File: src/rtl/xlat_ctl_pkg.sv
// Shared encodings for the translation control register block.
// Assumes a word-addressed register port; the low three address bits pick a register.
package xlat_ctl_pkg;
    localparam int CMD_W     = 4;
    localparam int REG_IDX_W = 3;
    localparam int IRQ_N     = 2;

    typedef enum logic [CMD_W-1:0] {
        CMD_PG_ON      = 4'd0,
        CMD_PG_OFF     = 4'd1,
        CMD_STALL_ON   = 4'd2,
        CMD_STALL_OFF  = 4'd3,
        CMD_FORCE_RST  = 4'd4,
        CMD_FLUSH_ALL  = 4'd5,
        CMD_FAULT_DONE = 4'd6
    } xlat_cmd_e;

    localparam logic [REG_IDX_W-1:0] REG_DIR   = 3'd0;
    localparam logic [REG_IDX_W-1:0] REG_STAT  = 3'd1;
    localparam logic [REG_IDX_W-1:0] REG_CMD   = 3'd2;
    localparam logic [REG_IDX_W-1:0] REG_FADDR = 3'd3;
    localparam logic [REG_IDX_W-1:0] REG_LINE  = 3'd4;
    localparam logic [REG_IDX_W-1:0] REG_ISTAT = 3'd5;
    localparam logic [REG_IDX_W-1:0] REG_ICLR  = 3'd6;
    localparam logic [REG_IDX_W-1:0] REG_IMASK = 3'd7;

    localparam int IRQ_PF  = 0;
    localparam int IRQ_BUS = 1;

    localparam int ST_PAGING = 0;
    localparam int ST_STALL  = 1;
    localparam int ST_HELD   = 2;
    localparam int ST_BUSY   = 3;
endpackage

File: src/rtl/xlat_cmd_seq.sv
// Command sequencer: paging/stall/force-reset commands complete after CMD_LAT
// cycles. Flush-all and fault-done take effect at once.
// Assumes CMD_LAT >= 1. Slow commands written while one is pending are dropped.
module xlat_cmd_seq
    import xlat_ctl_pkg::*;
#(
    parameter int CMD_LAT = 3
) (
    input  logic             clk,
    input  logic             rst_n,
    input  logic             cmd_wr,
    input  logic [CMD_W-1:0] cmd_code,
    output logic             paging_on,
    output logic             stall_on,
    output logic             busy,
    output logic             rst_done,
    output logic             flush_req,
    output logic             fault_done_req,
    output logic             flush_all_q
);
    localparam int CNT_W = (CMD_LAT > 1) ? $clog2(CMD_LAT) : 1;

    logic [CNT_W-1:0] cnt;
    logic [CMD_W-1:0] pend_code;
    logic             is_slow;
    logic             accept;
    logic             finish;

    // Classify the written code as a latency command
    always_comb begin
        is_slow = (cmd_code == CMD_PG_ON)    || (cmd_code == CMD_PG_OFF) ||
                  (cmd_code == CMD_STALL_ON) || (cmd_code == CMD_STALL_OFF) ||
                  (cmd_code == CMD_FORCE_RST);
    end

    assign accept         = cmd_wr && is_slow && !busy;
    assign finish         = busy && (cnt == '0);
    assign rst_done       = finish && (pend_code == CMD_FORCE_RST);
    assign flush_req      = cmd_wr && (cmd_code == CMD_FLUSH_ALL);
    assign fault_done_req = cmd_wr && (cmd_code == CMD_FAULT_DONE);

    // Track the pending command and count down its latency
    always_ff @(posedge clk) begin
        if (!rst_n) begin
            busy      <= 1'b0;
            cnt       <= '0;
            pend_code <= '0;
        end else if (accept) begin
            busy      <= 1'b1;
            pend_code <= cmd_code;
            cnt       <= CNT_W'(CMD_LAT - 1);
        end else if (finish) begin
            busy <= 1'b0;
        end else if (busy) begin
            cnt <= cnt - 1'b1;
        end
    end

    // Apply the pending command's effect on completion
    always_ff @(posedge clk) begin
        if (!rst_n) begin
            paging_on <= 1'b0;
            stall_on  <= 1'b0;
        end else if (finish) begin
            case (pend_code)
                CMD_PG_ON:     paging_on <= 1'b1;
                CMD_PG_OFF:    paging_on <= 1'b0;
                CMD_STALL_ON:  stall_on  <= 1'b1;
                CMD_STALL_OFF: stall_on  <= 1'b0;
                CMD_FORCE_RST: paging_on <= 1'b0;
                default:       ;
            endcase
        end
    end

    // Register the whole-cache flush pulse for the walker
    always_ff @(posedge clk) begin
        if (!rst_n) flush_all_q <= 1'b0;
        else        flush_all_q <= flush_req;
    end
endmodule

File: src/rtl/xlat_fault_irq.sv
// Fault capture, translator hold, sticky interrupt bits and interrupt output.
// Assumes one fault is handled at a time; faults arriving while held are dropped.
module xlat_fault_irq
    import xlat_ctl_pkg::*;
#(
    parameter int DATA_W = 32
) (
    input  logic              clk,
    input  logic              rst_n,
    input  logic              fault_in,
    input  logic [DATA_W-1:0] fault_va,
    input  logic              bus_err_in,
    input  logic              clr_wr,
    input  logic [IRQ_N-1:0]  clr_bits,
    input  logic              flush_req,
    input  logic              fault_done_req,
    input  logic [IRQ_N-1:0]  int_mask,
    output logic [IRQ_N-1:0]  int_status,
    output logic [DATA_W-1:0] fault_addr,
    output logic              fault_hold,
    output logic              irq
);
    logic             take_fault;
    logic             flushed;
    logic [IRQ_N-1:0] set_vec;

    assign take_fault       = fault_in && !fault_hold;
    assign set_vec[IRQ_PF]  = take_fault;
    assign set_vec[IRQ_BUS] = bus_err_in;

    // One sticky bit per interrupt source; a new event beats a clear
    for (genvar g = 0; g < IRQ_N; g++) begin : g_sticky
        always_ff @(posedge clk) begin
            if (!rst_n)                      int_status[g] <= 1'b0;
            else if (set_vec[g])             int_status[g] <= 1'b1;
            else if (clr_wr && clr_bits[g])  int_status[g] <= 1'b0;
        end
    end

    // Hold the translator from fault capture until flush then fault-done
    always_ff @(posedge clk) begin
        if (!rst_n) begin
            fault_hold <= 1'b0;
            flushed    <= 1'b0;
            fault_addr <= '0;
        end else if (take_fault) begin
            fault_hold <= 1'b1;
            flushed    <= 1'b0;
            fault_addr <= fault_va;
        end else if (fault_hold) begin
            if (fault_done_req && flushed) begin
                fault_hold <= 1'b0;
                flushed    <= 1'b0;
            end else if (flush_req) begin
                flushed <= 1'b1;
            end
        end
    end

    assign irq = |(int_status & int_mask);
endmodule

File: src/rtl/xlat_ctl_regs.sv
// Top of the translation control register block: address decode, directory
// base, interrupt mask, line flush and read mux around the sequencer and fault unit.
// Assumes ADDR_W >= 3; words at or above 8 are unmapped.
module xlat_ctl_regs
    import xlat_ctl_pkg::*;
#(
    parameter int ADDR_W  = 4,
    parameter int DATA_W  = 32,
    parameter int CMD_LAT = 3
) (
    input  logic              clk,
    input  logic              rst_n,
    input  logic              reg_wr,
    input  logic [ADDR_W-1:0] reg_addr,
    input  logic [DATA_W-1:0] reg_wdata,
    output logic [DATA_W-1:0] reg_rdata,
    output logic              paging_en,
    output logic              stall_req,
    output logic              flush_all,
    output logic              flush_line,
    output logic [DATA_W-1:0] flush_va,
    input  logic              walk_fault,
    input  logic [DATA_W-1:0] walk_fault_va,
    input  logic              walk_bus_err,
    output logic              irq
);
    localparam int HI_W = (ADDR_W > REG_IDX_W) ? ADDR_W - REG_IDX_W : 1;

    logic                 in_map;
    logic [REG_IDX_W-1:0] idx;
    logic                 wr_dir, wr_cmd, wr_line, wr_clr, wr_mask;
    logic [DATA_W-1:0]    dir_base;
    logic [IRQ_N-1:0]     int_mask;
    logic [IRQ_N-1:0]     int_status;
    logic [DATA_W-1:0]    fault_addr;
    logic                 fault_hold;
    logic                 paging_on, stall_on, busy, rst_done;
    logic                 flush_req, fault_done_req;

    // Split the word address into map select and register index
    generate
        if (ADDR_W > REG_IDX_W) begin : g_hi
            assign in_map = (reg_addr[ADDR_W-1:REG_IDX_W] == HI_W'(0));
        end else begin : g_nohi
            assign in_map = 1'b1;
        end
    endgenerate
    assign idx = reg_addr[REG_IDX_W-1:0];

    // Decode write strobes per register
    always_comb begin
        wr_dir  = reg_wr && in_map && (idx == REG_DIR);
        wr_cmd  = reg_wr && in_map && (idx == REG_CMD);
        wr_line = reg_wr && in_map && (idx == REG_LINE);
        wr_clr  = reg_wr && in_map && (idx == REG_ICLR);
        wr_mask = reg_wr && in_map && (idx == REG_IMASK);
    end

    // Directory base: software writable, zeroed by forced reset completion
    always_ff @(posedge clk) begin
        if (!rst_n)        dir_base <= '0;
        else if (rst_done) dir_base <= '0;
        else if (wr_dir)   dir_base <= reg_wdata;
    end

    // Interrupt mask register
    always_ff @(posedge clk) begin
        if (!rst_n)       int_mask <= '0;
        else if (wr_mask) int_mask <= reg_wdata[IRQ_N-1:0];
    end

    // Single-line flush pulse and its address
    always_ff @(posedge clk) begin
        if (!rst_n) begin
            flush_line <= 1'b0;
            flush_va   <= '0;
        end else begin
            flush_line <= wr_line;
            if (wr_line) flush_va <= reg_wdata;
        end
    end

    xlat_cmd_seq #(
        .CMD_LAT(CMD_LAT)
    ) u_seq (
        .clk           (clk),
        .rst_n         (rst_n),
        .cmd_wr        (wr_cmd),
        .cmd_code      (reg_wdata[CMD_W-1:0]),
        .paging_on     (paging_on),
        .stall_on      (stall_on),
        .busy          (busy),
        .rst_done      (rst_done),
        .flush_req     (flush_req),
        .fault_done_req(fault_done_req),
        .flush_all_q   (flush_all)
    );

    xlat_fault_irq #(
        .DATA_W(DATA_W)
    ) u_fault (
        .clk           (clk),
        .rst_n         (rst_n),
        .fault_in      (walk_fault),
        .fault_va      (walk_fault_va),
        .bus_err_in    (walk_bus_err),
        .clr_wr        (wr_clr),
        .clr_bits      (reg_wdata[IRQ_N-1:0]),
        .flush_req     (flush_req),
        .fault_done_req(fault_done_req),
        .int_mask      (int_mask),
        .int_status    (int_status),
        .fault_addr    (fault_addr),
        .fault_hold    (fault_hold),
        .irq           (irq)
    );

    assign paging_en = paging_on;
    assign stall_req = stall_on || fault_hold;

    // Read mux; write-only and unmapped words return zero
    always_comb begin
        reg_rdata = '0;
        if (in_map) begin
            case (idx)
                REG_DIR:   reg_rdata = dir_base;
                REG_STAT: begin
                    reg_rdata[ST_PAGING] = paging_on;
                    reg_rdata[ST_STALL]  = stall_on;
                    reg_rdata[ST_HELD]   = fault_hold;
                    reg_rdata[ST_BUSY]   = busy;
                end
                REG_FADDR: reg_rdata = fault_addr;
                REG_ISTAT: reg_rdata[IRQ_N-1:0] = int_status;
                REG_IMASK: reg_rdata[IRQ_N-1:0] = int_mask;
                default:   reg_rdata = '0;
            endcase
        end
    end
endmodule

File: config.mk
export PLATFORM = sky130hd
export DESIGN_NAME = xlat_ctl_regs
export DESIGN_NICKNAME = d
export VERILOG_FILES = /design/src/rtl/xlat_ctl_pkg.sv /design/src/rtl/xlat_cmd_seq.sv /design/src/rtl/xlat_fault_irq.sv /design/src/rtl/xlat_ctl_regs.sv
export SDC_FILE = /design/constraint.sdc
export NUM_CORES = 1
export LEC_CHECK = 0
export BUFFER_PORTS_ARGS = -buffer_cell sky130_fd_sc_hd__buf_2
export CAP_MARGIN = 30
export CORE_MARGIN = 5
export CORE_UTILIZATION = 50
export DETAILED_ROUTE_END_ITERATION = 6
export PLACE_DENSITY_LB_ADDON = 0.08
export SLEW_MARGIN = 20
export SYNTH_ARGS = -nofsm -noshare
export SYNTH_HDL_FRONTEND = slang
export SYNTH_SLANG_ARGS = --single-unit
File: constraint.sdc
create_clock -name clk -period 2.95 [get_ports clk]
set_clock_uncertainty 0.05 [all_clocks]
set_input_delay 0.295 -clock clk [delete_from_list [all_inputs] [get_ports clk]]
set_output_delay 0.295 -clock clk [all_outputs]
set_load 0.02 [all_outputs]
==> impl_metrics.sql <==
INSERT INTO impl_metrics (metric_group, metric, value, unit) VALUES
('placement', 'placement.cell_area', '0.00560', 'mm2'),
('logic_synthesis', 'post_synth_num_cell_types', '42', ''),
('global_routing', 'grt_first_pass_wirelength', '25.1', 'mm'),
('power_and_ir_drop', 'power.combinational.fraction', '8.8', '%'),
('logic_synthesis', 'yosys.area_share.xor_xnor', '0.182', '%'),
('layout', 'antenna_cells', '0', ''),
('power_and_ir_drop', 'power.clock.fraction', '53.8', '%'),
('critical_path', 'critPathMostFrequentCell', 'sky130_fd_sc_hd__buf_2', ''),
('placement', 'io_buffer_count', '141', ''),
('logic_synthesis', 'syn_area', '0.00481', 'mm2'),
('critical_path', 'critical-path-slowest-cell', 'sky130_fd_sc_hd__and3b_1', ''),
('global_routing', 'maximum_number_of_pins_on_one_net_before_global_route_repair', '56', ''),
('cts', 'num_cts_buffers', '17', ''),
('logic_synthesis', 'syn-mean-instance-area', '7.80', 'um2'),
('placement', 'gp_congestion', '0.851', ''),
('critical_path', 'critical_path_arrival', '1790', 'ps'),
('cts', 'clock_tree_from_tritoncts', 'built', ''),
('floorplanning', 'start_util', '51.6', '%'),
('layout', 'finish.utilization', '72.8', '%'),
('drt', 'drt-vias-per-instance', '5.63', ''),
('critical_path', 'critical_path.cell_chain', 'buf_2, and3b_1, buf_4, a22oi_1, nor2_1, buf_2', ''),
('logic_synthesis', 'ys_seq_area_share', '47.0', '%'),
('cts', 'clock_tree.buffer_depth', '2', ''),
('timing', 'fin_crit', '2130', 'ps'),
('hold_path', 'min-delay-path-class', 'in -> reg', ''),
('logic_synthesis', 'synth_mux_area_share', '1.77', '%'),
('critical_path', 'reg2reg_launch_point', 'u_fault.fault_hold', ''),
('power_and_ir_drop', 'power.static_leakage', '0.00274', 'uW'),
('outcome', 'outcome', 'complete, no violations', ''),
('drt', 'avgRoutedWirePerCell', '17.2', 'um'),
('global_routing', 'grt_usage', '27.1', '%'),
('cts', 'cts-htree-levels', '4', ''),
('cts', 'root_buffer', 'sky130_fd_sc_hd__clkbuf_8', ''),
('critical_path', 'critPathMaxFanout', '21', ''),
('layout', 'ff_latch_area', '0.00226', 'mm2'),
('hold_path', 'hold-path-endpoint', 'u_fault.fault_addr[11]', ''),
('power_and_ir_drop', 'switchingPower', '931', 'uW'),
('layout', 'fraction_of_final_layout_cells_with_drive_strength_greater_than_1', '25.6', '%'),
('logic_synthesis', 'largest_family_of_logic_cells_by_synthesized_area', 'compound AO/OA/AOI/OAI gates', ''),
('global_routing', 'globalRoute.totalOverflow', '0', ''),
('global_routing', 'number_of_antenna_violations_at_the_first_check_in_global_routing', '0', ''),
('logic_synthesis', 'yosys_register_bits', '113', ''),
('power_and_ir_drop', 'p_per_area', '625', 'mW/mm2'),
('drt', 'post-route-drc-count', '0', ''),
('timing', 'fin_hold_ws', '11.0', 'ps'),
('drt', 'drt.antenna.violating_nets', '0', ''),
('critical_path', 'crit_type', 'in -> out', ''),
('critical_path', 'cp-start-kind', 'input pin', ''),
('hold_path', 'holdCritStartpoint', 'walk_fault_va[11]', ''),
('floorplanning', 'floorplan.die_area', '0.0117', 'mm2'),
('timing', 'max_freq', '468', 'MHz'),
('drt', 'initialDrtViolationCount', '428', ''),
('timing', 'setup_viol', '0', ''),
('timing', 'grt_setup_unrepaired', 'false', ''),
('critical_path', 'worst-endpoint-required', '2610', 'ps'),
('layout', 'mostFrequentLayoutCells', '141 x sky130_fd_sc_hd__buf_2, 113 x sky130_fd_sc_hd__dfxtp_1, 100 x sky130_fd_sc_hd__a21oi_1', ''),
('placement', 'hpwl', '9.79', 'mm'),
('critical_path', 'crit_path_max_incr_delay', '450', 'ps'),
('drt', 'total_number_of_vias', '5199', ''),
('floorplanning', 'ios', '142', ''),
('power_and_ir_drop', 'sequentialPowerShare', '37.4', '%'),
('power_and_ir_drop', 'design_power_total', '4250', 'uW'),
('critical_path', 'setup.worst_path.end_class', 'output pin', ''),
('logic_synthesis', 'syn_inst', '617', ''),
('logic_synthesis', 'synth_simple_gate_area_share', '20.4', '%'),
('cts', 'post_cts.resized_instances', '0', ''),
('layout', 'fillerInstances', '744', ''),
('cts', 'clock-sinks', '113', ''),
('run', 'maxCapViolations', '0', ''),
('timing', 'fin_crit_sh', '72.4', '%'),
('logic_synthesis', 'ys.warnings.count', '0', '');
-- cell families (layout without fill, tap and decap cells) --
logic type / after synthesis / in the layout
AO/OA/AOI/OAI: 216 / 216
flip-flops: 113 / 113
AND/OR/NAND/NOR: 208 / 208
adder cells (fa/ha/maj): 1 / 1
multiplexers: 8 / 8
buffers and inverters: 70 / 247
XOR/XNOR: 1 / 1
-- worst reg2reg max path, stage by stage (launching register included) --
cell and delay, ps:
sky130_fd_sc_hd__dfxtp_1 350, sky130_fd_sc_hd__nor2b_2 730, sky130_fd_sc_hd__buf_4 320, sky130_fd_sc_hd__nand2_1 90, sky130_fd_sc_hd__a21oi_1 140
-- flip-flops by register name, summed over array words and instances (netlist names) --
register            cells
flush_va               32
u_seq.stall_on          1
u_seq.flush_all_q       1
u_seq.paging_on         1
u_seq.cnt               2
u_fault.fault_hold      1
u_seq.busy              1
u_seq.pend_code         4
dir_base               32
u_fault.flushed         1
u_fault.int_status      2
u_fault.fault_addr     32
int_mask                2
flush_line              1
-- metal layers --
metal	up-vias	GRT usage, %	part of all wire, %
met4	0	8.21	1.1
li1	2496	-	-
met3	15	7.52	7.9
met1	2457	34.0	41
met5	-	0	0
met2	231	45.6	50
-- power by group through the flow --
stage | sequential [uW] | combinational [uW] | clock [uW]
global route | 1590 | 404 | 2380
detailed placement | 1620 | 308 | 0
CTS | 1590 | 361 | 2300
global placement | 1620 | 299 | 0
finish | 1590 | 372 | 2290
floorplan | 1620 | 172 | 0
-- area by class of cell --
| class | instances | area share (%) |
|---|---|---|
| clock buffer | 21 | 6.76 |
| multi-input combinational | 434 | 33.8 |
| tap | 129 | 2.38 |
| clock inverter | 10 | 3.02 |
| timing repair buffer | 209 | 20.3 |
| sequential | 113 | 33.3 |
| inverter | 7 | 0.387 |
-- metrics by stage --
| step | worst slack, ps | cells |
|---|---|---|
| 6_report | 815 | 923 |
| 5_1_grt | 671 | 923 |
| 4_1_cts | 833 | 922 |
| 3_5_place_dp | 850 | 841 |
| 3_3_place_gp | 924 | 840 |
| 2_1_floorplan | 1110 | 617 |
-- worst max path at each step --
stage / startpoint / end / cells after the start
6_report: reg_addr[1] / reg_rdata[29] / 6
5_1_grt: reg_addr[0] / reg_rdata[15] / 6
4_1_cts: reg_addr[0] / reg_rdata[16] / 6
3_5_place_dp: reg_addr[0] / reg_rdata[16] / 6
3_3_place_gp: reg_addr[0] / reg_rdata[31] / 6
2_1_floorplan: reg_addr[2] / reg_rdata[0] / 5
-- cells in the mapped netlist, drive strengths merged --
master,number,area [um2]
a22o,1,8.76
nor2b,8,50.1
inv,7,26.3
nand3,72,360
nand4,1,6.26
a22oi,32,240
buf,8,42.5
nor2,30,113
or2,2,12.5
nand4bb,1,11.3
mux2,4,45.0
a21oi,100,500
o211ai,1,7.51
nor3,5,25.0
o21ai,72,360
nor3b,2,15.0
ha,1,12.5
a311oi,1,8.76
or3b,1,8.76
and3,1,6.26
xnor2,1,8.76
nand2,72,270
mux2i,4,40.0
a21o,1,7.51
or4b,1,13.8
nor4,1,6.26
nor4b,1,8.76
nand2b,4,25.0
a211oi,1,7.51
clkbuf,55,206
nand4b,1,8.76
or4,2,15.0
dfxtp,113,2260
and4b,1,10.0
and3b,2,17.5
a31oi,5,31.3
o21a,2,15.0
Note: power is estimated with default switching activity, not from simulation.
